--- config.mk ---
export PLATFORM = sky130hd
export DESIGN_NAME = dma_bus_arbiter
export DESIGN_NICKNAME = d
export VERILOG_FILES = /design/src/rtl/dma_arb_pkg.sv /design/src/rtl/dma_req_latch.sv /design/src/rtl/dma_prio_pick.sv /design/src/rtl/dma_xfer_timer.sv /design/src/rtl/dma_bus_arbiter.sv
export SDC_FILE = /design/constraint.sdc
export NUM_CORES = 1
export LEC_CHECK = 0
export BUFFER_PORTS_ARGS = -buffer_cell sky130_fd_sc_hd__buf_2
export CAP_MARGIN = 5
export CORE_ASPECT_RATIO = 1.25
export CORE_MARGIN = 4
export CORE_UTILIZATION = 50
export CTS_CLUSTER_SIZE = 30
export DETAILED_ROUTE_END_ITERATION = 8
export PLACE_DENSITY = 0.68
export REMOVE_ABC_BUFFERS = 1
export SYNTH_ARGS = -nofsm -noshare
export SYNTH_HDL_FRONTEND = slang
export SYNTH_SLANG_ARGS = --single-unit
--- constraint.sdc ---
create_clock -name clk -period 8.3 [get_ports clk]
set_input_delay 1.66 -clock clk [delete_from_list [all_inputs] [get_ports clk]]
set_output_delay 1.66 -clock clk [all_outputs]
set_load 0.005 [all_outputs]
--- src/rtl/dma_arb_pkg.sv ---
package dma_arb_pkg;

  localparam int DUR_W = 4;

  typedef enum logic [0:0] {OWN_CPU, OWN_DMA} owner_e;

  typedef struct packed {
    logic wide;
    logic src_odd;
    logic dst_odd;
    logic src_sfr;
    logic dst_sfr;
  } xfer_attr_t;

  // read cycles times region factor plus write cycles times region factor
  function automatic logic [DUR_W-1:0] xfer_cycles(input xfer_attr_t a);
    logic [DUR_W-1:0] rd;
    logic [DUR_W-1:0] wr;
    rd = (a.wide && a.src_odd) ? DUR_W'(2) : DUR_W'(1);
    wr = (a.wide && a.dst_odd) ? DUR_W'(2) : DUR_W'(1);
    if (a.src_sfr) rd = rd << 1;
    if (a.dst_sfr) wr = wr << 1;
    return rd + wr;
  endfunction

endpackage

--- src/rtl/dma_req_latch.sv ---
module dma_req_latch #(
  parameter int NCH      = 4,
  parameter int GAP_UNIT = 5
) (
  input  logic           clk,
  input  logic           rst,
  input  logic [NCH-1:0] req,
  input  logic [NCH-1:0] en,
  input  logic [NCH-1:0] clr,
  output logic [NCH-1:0] pend,
  output logic [NCH-1:0] gap_err
);

  localparam int MAXGAP = (NCH - 1) * GAP_UNIT;
  localparam int CW     = $clog2(MAXGAP + 1) + 1;

  logic [NCH-1:0] pend_q;
  logic [NCH-1:0] err_q;
  logic [CW-1:0]  gap_lim;
  logic [NCH-1:0] hit;

  assign hit = req & en;

  always_comb begin
    int nen;
    nen = $countones(en);
    gap_lim = (nen == 0) ? '0 : CW'((nen - 1) * GAP_UNIT);
  end

  // a new request wins over the clear of a grant on the same edge
  always_ff @(posedge clk) begin
    if (rst) pend_q <= '0;
    else     pend_q <= ((pend_q & ~clr) | hit) & en;
  end

  generate
    for (genvar i = 0; i < NCH; i++) begin : g_gap
      logic [CW-1:0] since_q;
      always_ff @(posedge clk) begin
        if (rst) begin
          since_q  <= '1;
          err_q[i] <= 1'b0;
        end else begin
          err_q[i] <= hit[i] && (since_q < gap_lim);
          if (hit[i])             since_q <= CW'(1);
          else if (since_q != '1) since_q <= since_q + CW'(1);
        end
      end
    end
  endgenerate

  assign pend    = pend_q;
  assign gap_err = err_q;

endmodule

--- src/rtl/dma_prio_pick.sv ---
module dma_prio_pick #(
  parameter int NCH   = 4,
  parameter int IDX_W = $clog2(NCH)
) (
  input  logic [NCH-1:0]   cand,
  output logic             any,
  output logic [NCH-1:0]   sel,
  output logic [IDX_W-1:0] idx
);

  always_comb begin
    logic taken;
    taken = 1'b0;
    sel   = '0;
    idx   = '0;
    for (int i = 0; i < NCH; i++) begin
      if (cand[i] && !taken) begin
        sel[i] = 1'b1;
        idx    = IDX_W'(i);
        taken  = 1'b1;
      end
    end
    any = taken;
  end

endmodule

--- src/rtl/dma_xfer_timer.sv ---
module dma_xfer_timer
  import dma_arb_pkg::*;
(
  input  logic             clk,
  input  logic             rst,
  input  logic             start,
  input  logic [DUR_W-1:0] dur,
  output logic             last
);

  logic [DUR_W-1:0] cnt_q;

  always_ff @(posedge clk) begin
    if (rst)                 cnt_q <= '0;
    else if (start)          cnt_q <= dur - DUR_W'(1);
    else if (cnt_q != '0)    cnt_q <= cnt_q - DUR_W'(1);
  end

  assign last = (cnt_q == '0);

endmodule

--- src/rtl/dma_bus_arbiter.sv ---
module dma_bus_arbiter
  import dma_arb_pkg::*;
#(
  parameter int NCH      = 4,
  parameter int GAP_UNIT = 5
) (
  input  logic           clk,
  input  logic           rst,
  input  logic [NCH-1:0] ch_req,
  input  logic [NCH-1:0] ch_en,
  input  logic [NCH-1:0] cfg_wide,
  input  logic [NCH-1:0] src_odd,
  input  logic [NCH-1:0] dst_odd,
  input  logic [NCH-1:0] src_sfr,
  input  logic [NCH-1:0] dst_sfr,
  input  logic           cpu_done,
  output logic           gnt_cpu,
  output logic [NCH-1:0] gnt_ch,
  output logic           xfer_done,
  output logic [NCH-1:0] spacing_err
);

  localparam int IDX_W = $clog2(NCH);

  owner_e           owner_q;
  logic             cpu_seen_q;
  logic             gnt_cpu_q;
  logic [NCH-1:0]   gnt_ch_q;
  logic             done_q;

  logic [NCH-1:0]   pend;
  logic             any;
  logic [NCH-1:0]   sel;
  logic [IDX_W-1:0] idx;
  logic             grant_go;
  logic             end_go;
  logic             last;
  logic [NCH-1:0]   clr;
  xfer_attr_t       attr;

  dma_req_latch #(.NCH(NCH), .GAP_UNIT(GAP_UNIT)) u_latch (
    .clk(clk), .rst(rst), .req(ch_req), .en(ch_en), .clr(clr),
    .pend(pend), .gap_err(spacing_err)
  );

  dma_prio_pick #(.NCH(NCH), .IDX_W(IDX_W)) u_pick (
    .cand(pend & ch_en), .any(any), .sel(sel), .idx(idx)
  );

  always_comb begin
    attr.wide    = cfg_wide[idx];
    attr.src_odd = src_odd[idx];
    attr.dst_odd = dst_odd[idx];
    attr.src_sfr = src_sfr[idx];
    attr.dst_sfr = dst_sfr[idx];
  end

  assign grant_go = (owner_q == OWN_CPU) && (cpu_seen_q || cpu_done) && any;
  assign end_go   = (owner_q == OWN_DMA) && last;
  assign clr      = grant_go ? sel : '0;

  dma_xfer_timer u_timer (
    .clk(clk), .rst(rst), .start(grant_go), .dur(xfer_cycles(attr)), .last(last)
  );

  always_ff @(posedge clk) begin
    if (rst) begin
      owner_q    <= OWN_CPU;
      cpu_seen_q <= 1'b1;
      gnt_cpu_q  <= 1'b1;
      gnt_ch_q   <= '0;
      done_q     <= 1'b0;
    end else begin
      done_q <= end_go;
      if (grant_go) begin
        owner_q    <= OWN_DMA;
        gnt_ch_q   <= sel;
        gnt_cpu_q  <= 1'b0;
        cpu_seen_q <= 1'b0;
      end else if (end_go) begin
        owner_q   <= OWN_CPU;
        gnt_ch_q  <= '0;
        gnt_cpu_q <= 1'b1;
      end else if (owner_q == OWN_CPU && cpu_done) begin
        cpu_seen_q <= 1'b1;
      end
    end
  end

  assign gnt_cpu   = gnt_cpu_q;
  assign gnt_ch    = gnt_ch_q;
  assign xfer_done = done_q;

endmodule

Word-level counts from Yosys, hierarchy flattened
Cells that the tools add are included.

Register bits after elaboration: 40. Bits of input ports: 31. Logic and storage cells: 125.

Add/subtract/negate cells: 11. $mul: 1. Magnitude comparators: 5. Equality and inequality tests: 5. Multiplexer cells: 45. Bitwise operators: 7. Reductions and logical operators: 32.

Operators with widths (count): 2-to-1 mux 5 bit (9); adder 32 bit (1); logical NOT 32 bit (1); multiplier 32 x 4 -> 5 bit (second input constant) (1); subtractor 32 x 2 -> 32 bit (second input constant) (1); adder 5 x 1 -> 5 bit (second input constant) (4); < comparator 5 bit (4); 2-to-1 mux 1 bit (20); 2-to-1 mux 4 bit (5); inequality test 5 bit (second input constant) (4); bitwise AND 4 bit (4); nonzero test 2 bit (7); logical AND 1 bit (13); binary-select mux 1 bit (select 2 bit) (5); 2-to-1 mux 2 bit (4); OR reduction 2 bit (4); subtractor 4 x 1 -> 4 bit (second input constant) (2); 2-to-1 mux 3 bit (2); adder 1 x 1 -> 2 bit (2); adder 4 bit (1); logical NOT 4 bit (1); inverter 4 bit (1); bitwise OR 4 bit (1); nonzero test 4 bit (1); other kinds (6) (8).

Depth between registers and ports, before layout
Depth in word-level cells: 19. Mapped depth: 16. Depth with buffers taken out: 16.

Cells and area by module
Synthesis repeated with hierarchy kept, for this count alone.

Cells, all modules: 297. Area total of the unflattened synthesis: 2798.9 um^2.

Modules (own cells, without submodules): dma_req_latch (times used 1, cells each 190, area each 1846.8 um^2, seq. area each 560.5 um^2); dma_bus_arbiter (times used 1, cells each 74, area each 668.1 um^2, seq. area each 160.2 um^2); dma_xfer_timer (times used 1, cells each 22, area each 222.7 um^2, seq. area each 80.1 um^2); dma_prio_pick (times used 1, cells each 11, area each 61.3 um^2, seq. area each 0.0 um^2).

Worst setup path before layout
OpenSTA, ideal clock, no wires.

Path type: input port to flip-flop. From: in ch_en[2]. To: reg u_latch.err_q[3], in the netlist u_latch.gap_err[3]. Library setup time: 0.078 ns. Arrival time: 4.265 ns. Required time: 8.222 ns. Slack: 3.957 ns. Stages on the path: 13. Buffers on the path: 0. Path through: ha_1 > ha_1 > inv_1 > fa_1 > ha_1 > inv_1 > ha_1 > xor2_1 > xnor2_1 > nand2_1 > ha_1 > a211o_1 > nor3_1.

Cells in the longest elaborated chain, start to end: 7.

RTL lines: from (decl) (RTL line dma_bus_arbiter.sv:10) `input logic [NCH-1:0] ch_en,`; adder 1 x 1 -> 2 bit (not written as such) * (RTL line dma_req_latch.sv:26) `nen = $countones(en);`; adder 32 bit (not written as such) * (RTL line dma_req_latch.sv:26); subtractor 32 x 2 -> 32 bit (RTL line dma_req_latch.sv:27) `gap_lim = (nen == 0) ? '0 : CW'((nen - 1) * GAP_UNIT);`; multiplier 32 x 4 -> 5 bit (RTL line dma_req_latch.sv:27); 2-to-1 mux 5 bit * (RTL line dma_req_latch.sv:27); < comparator 5 bit * (RTL line dma_req_latch.sv:44) `err_q[i] <= hit[i] && (since_q < gap_lim);`; logical AND 1 bit * (RTL line dma_req_latch.sv:44); to (signal, indexed assignment) (RTL line dma_req_latch.sv:44); to (decl) (RTL line dma_req_latch.sv:18) `logic [NCH-1:0] err_q;`.

Every way passes the cells marked *; elsewhere a longest branch is shown, timed or not. A chain may end at the register's enable or synchronous reset.

Worst setup path in the final report
Same ends and word-level chain as after synthesis.

==> results.md <==
* Slowest cell delay on critical path at 0.47 ns
* Post-cts resize count at 0
* Power Dens Cells at 303 nW/um^2
* Ys async rst share at 0%
* Slew @ Worst Pin at 0.712 ns
* EDFF count, synth at 0
* Initial core utilization at 52.1%
* I/O pins at 41
* Peak supply drop at 0.000157 V
* R2r endpoint: u_timer.cnt_q[3]
* Switching pwr at 0.000355 W
* Max Transition Viols Final at 0
* Clk pwr share at 17.3%
* Core Box Area at 5150 um^2
* Area grow syn2layout at 13.6%
* Syn avg cell area at 8.92 um^2
* Rows at 29
* Top cell type's share of synthesized area at 29.8%
* Antenna diodes at 0
* Post-synth top cells: ha_1, dfxtp_1, o21ai_0
* Worst Setup Start Kind: primary input
* Final number of setup-violating endpoints at 0
* Gp weighted congestion at 0.787
* Largest net degree at the start of global routing at 23
* Post-route cell area at 3050 um^2
* Clk sinks at 40
* DRC viols at 0
* Overflow after GRT at 0
* Clock root buffer: clkbuf_8
* Synth Flop Type: dfxtp_1
* All-Layer GR Usage at 19.1%
* Postcts setup bufs at 0
* Yosys top cell by area: dfxtp_1
* Period minus WS final at 4.40 ns
* CTS hold repair buffers at 0
* TritonCTS buffer count at 5
* Total power draw at 0.000926 W
* Total negative slack at 0 ns
* First-pass GRT wire length at 10000 um
* Final ANT Viol Nets at 0
* CTS Buffer Depth at 2
* Wire per inst at 14.6 um
* Internal at 0.000571 W
* Worst skew pair latency at 0.30 ns
* Die X at 73.6 um
* RSZ-0062 raised after global routing: false
* Final Hold Violating Endpoints at 0
* Combinational power share at 48.8%
* Vias at 2255
* Port bufs at 40
* Chip height at 90.0 um
* Yosys Warn Count at 0
* Clock H-tree levels at 2
* Tcrit/Tclk final at 53.0%
* Clock transition at path regs at 0.09 ns
* Crit path cell chain: buf_2, ha_1, ha_1, inv_1, fa_1, ha_1, inv_1, ha_1, inv_1, ha_1, nand2_1, xnor2_1, nand2_1, ha_1, a211o_1, nor3_1
* Synth top area cells: dfxtp_1, ha_1, o21ai_0
* Maximum clock frequency at 0.227 GHz
* Post-DP Area at 2940 um^2
* Sw Ratio at 38.3%
* Critical Path Most Common Cell: ha_1
* Post-DP HPWL at 4610 um
* Initial antenna violation count at 0
* WP data arrival at 4.62 ns
* Setup ws final at 3.90 ns
* Layout cells sized above 1 at 16.3%
* Hold_ws at 0.471 ns
* First-pass detailed-route iteration total at 4
* Placement Setup Slack at 3.61 ns
* Vias in the first global route at 2178
* Worst slew margin at 52.0%
* Vias per cell at 5.57
* Worst endpoint required time at 8.52 ns
* CP endpoint: u_latch.gap_err[3]
* Setup crit start: ch_en[2]
* Reg2Reg Setup Slack at 5.18 ns
* Min-delay worst type: flip-flop to flip-flop
* Post-synthesis cell count at 301
* Synth unique cells at 41
* Skew final at 0.00896 ns
* Leakage at 1.35 nW
* Status: finished clean
* Worst reg2reg path startpoint: u_latch.pend[1]
* Max Cap Viol at 0
* Hold_sp: gnt_ch[2]
* CTS tree: yes
* Crit Path Max Fanout at 6
* Worst r2r path cells at 13
* Mapped cell area at 2690 um^2
* Setup crit end kind: flip-flop
* Nets@finish at 417
* Slowest CP cell: fa_1
* Seq pwr share at 33.9%
* DIE AREA at 6620 um^2
* Seq/Total Area, Yosys at 29.8%
* Starting DRC count in detailed routing at 126
* Critical path class: primary input to flip-flop
* Top-count cell post-synth: ha_1
* Final WL at 5910 um
* Yosys reg bits at 40
## logic make-up (layout without fill, tap and decap cells)
family	Yosys count	after routing	synth area share (%)
XOR/XNOR	17	17	5.54
AO/OA/AOI/OAI	82	82	20.3
multiplexers	10	10	3.73
flip-flops	40	40	29.8
buffers and inverters	28	70	3.91
adder cells (fa/ha/maj)	44	44	21.1
AND/OR/NAND/NOR	80	80	15.7
## power groups by stage
stage                     combinational [W]  sequential [W]  clock [W]
after floorplan                    0.000367        0.000302          0
after global placement             0.000444        0.000317          0
after detailed placement           0.000456        0.000318          0
after CTS                          0.000460        0.000314   0.000165
after global routing               0.000538        0.000323   0.000175
final                              0.000452        0.000313   0.000160
## state kept, by name (all words and copies together), names as in the netlist
register,flops
gnt_ch,4
cpu_seen_q,1
u_latch.g_gap.since_q,20
owner_q,1
xfer_done,1
u_timer.cnt_q,4
gnt_cpu,1
u_latch.gap_err,4
u_latch.pend,4
## layout by cell type, fill, tap and decap left out, types with 2 or more instances in the layout
cell type | synthesis | routed
a211oi_1 | 3 | 3
xnor2_1 | 9 | 9
nand4b_1 | 4 | 4
nor2_1 | 12 | 12
o22ai_1 | 2 | 2
dfxtp_1 | 40 | 40
o21a_1 | 2 | 2
and3_1 | 5 | 5
mux2i_1 | 10 | 10
and2_1 | 8 | 8
nor3b_2 | 2 | 2
nand2_1 | 22 | 22
nand3_1 | 14 | 14
inv_1 | 22 | 22
fa_1 | 2 | 2
ha_1 | 42 | 42
buf_2 | 0 | 40
o211ai_1 | 3 | 3
clkbuf_8 | 0 | 5
a22oi_1 | 3 | 3
or3_1 | 4 | 4
nor3b_1 | 2 | 2
a22o_1 | 3 | 3
o31ai_1 | 3 | 3
o21ai_0 | 28 | 28
nor2b_1 | 4 | 4
a21oi_1 | 22 | 22
nor3_1 | 2 | 2
a211o_1 | 2 | 2
xor2_1 | 8 | 8
## worst min path at each step
stage,endpoint,cells after the start,slack [ns]
floorplan,gnt_ch[0],2,0.46
global placement,gnt_ch[1],2,0.46
detailed placement,gnt_ch[2],2,0.46
CTS,gnt_ch[2],2,0.47
global route,gnt_ch[0],2,0.51
finish,gnt_ch[2],2,0.47
## stage by stage
step	utilization, %	std cells
after floorplan	-	295
after global placement	57.1	397
after detailed placement	57.1	397
after CTS	59.3	405
after global routing	59.3	405
final	59.3	405
## area by class of cell
| class | instances | area (um^2) |
|---|---|---|
| clock inverters | 3 | 42.5 |
| fillers | 498 | 2100 |
| clock buffers | 5 | 68.8 |
| inverters | 22 | 82.6 |
| well taps | 62 | 77.6 |
| multi-input cells | 233 | 1780 |
| flip-flops and latches | 40 | 801 |
| repair buffers | 40 | 200 |
## per-layer routing
metal	global-route usage, %	routed length (um)	up-vias
li1	-	-	1163
met1	22.3	2440	1044
met2	34.2	3130	39
met3	3.57	254	9
met4	5.89	88	0
met5	0	0	-
## critical path, delay by kind of cell
family / cells / cell delay, ns
and+or+nand+nor: 3 / 0.36
adders and majority gates: 7 / 1.86
xor gates and xnor gates: 1 / 0.13
buffers and inverters: 4 / 0.30
AOI/OAI and AO/OA: 1 / 0.29
No activity file was read; power rests on OpenSTA's default activity.
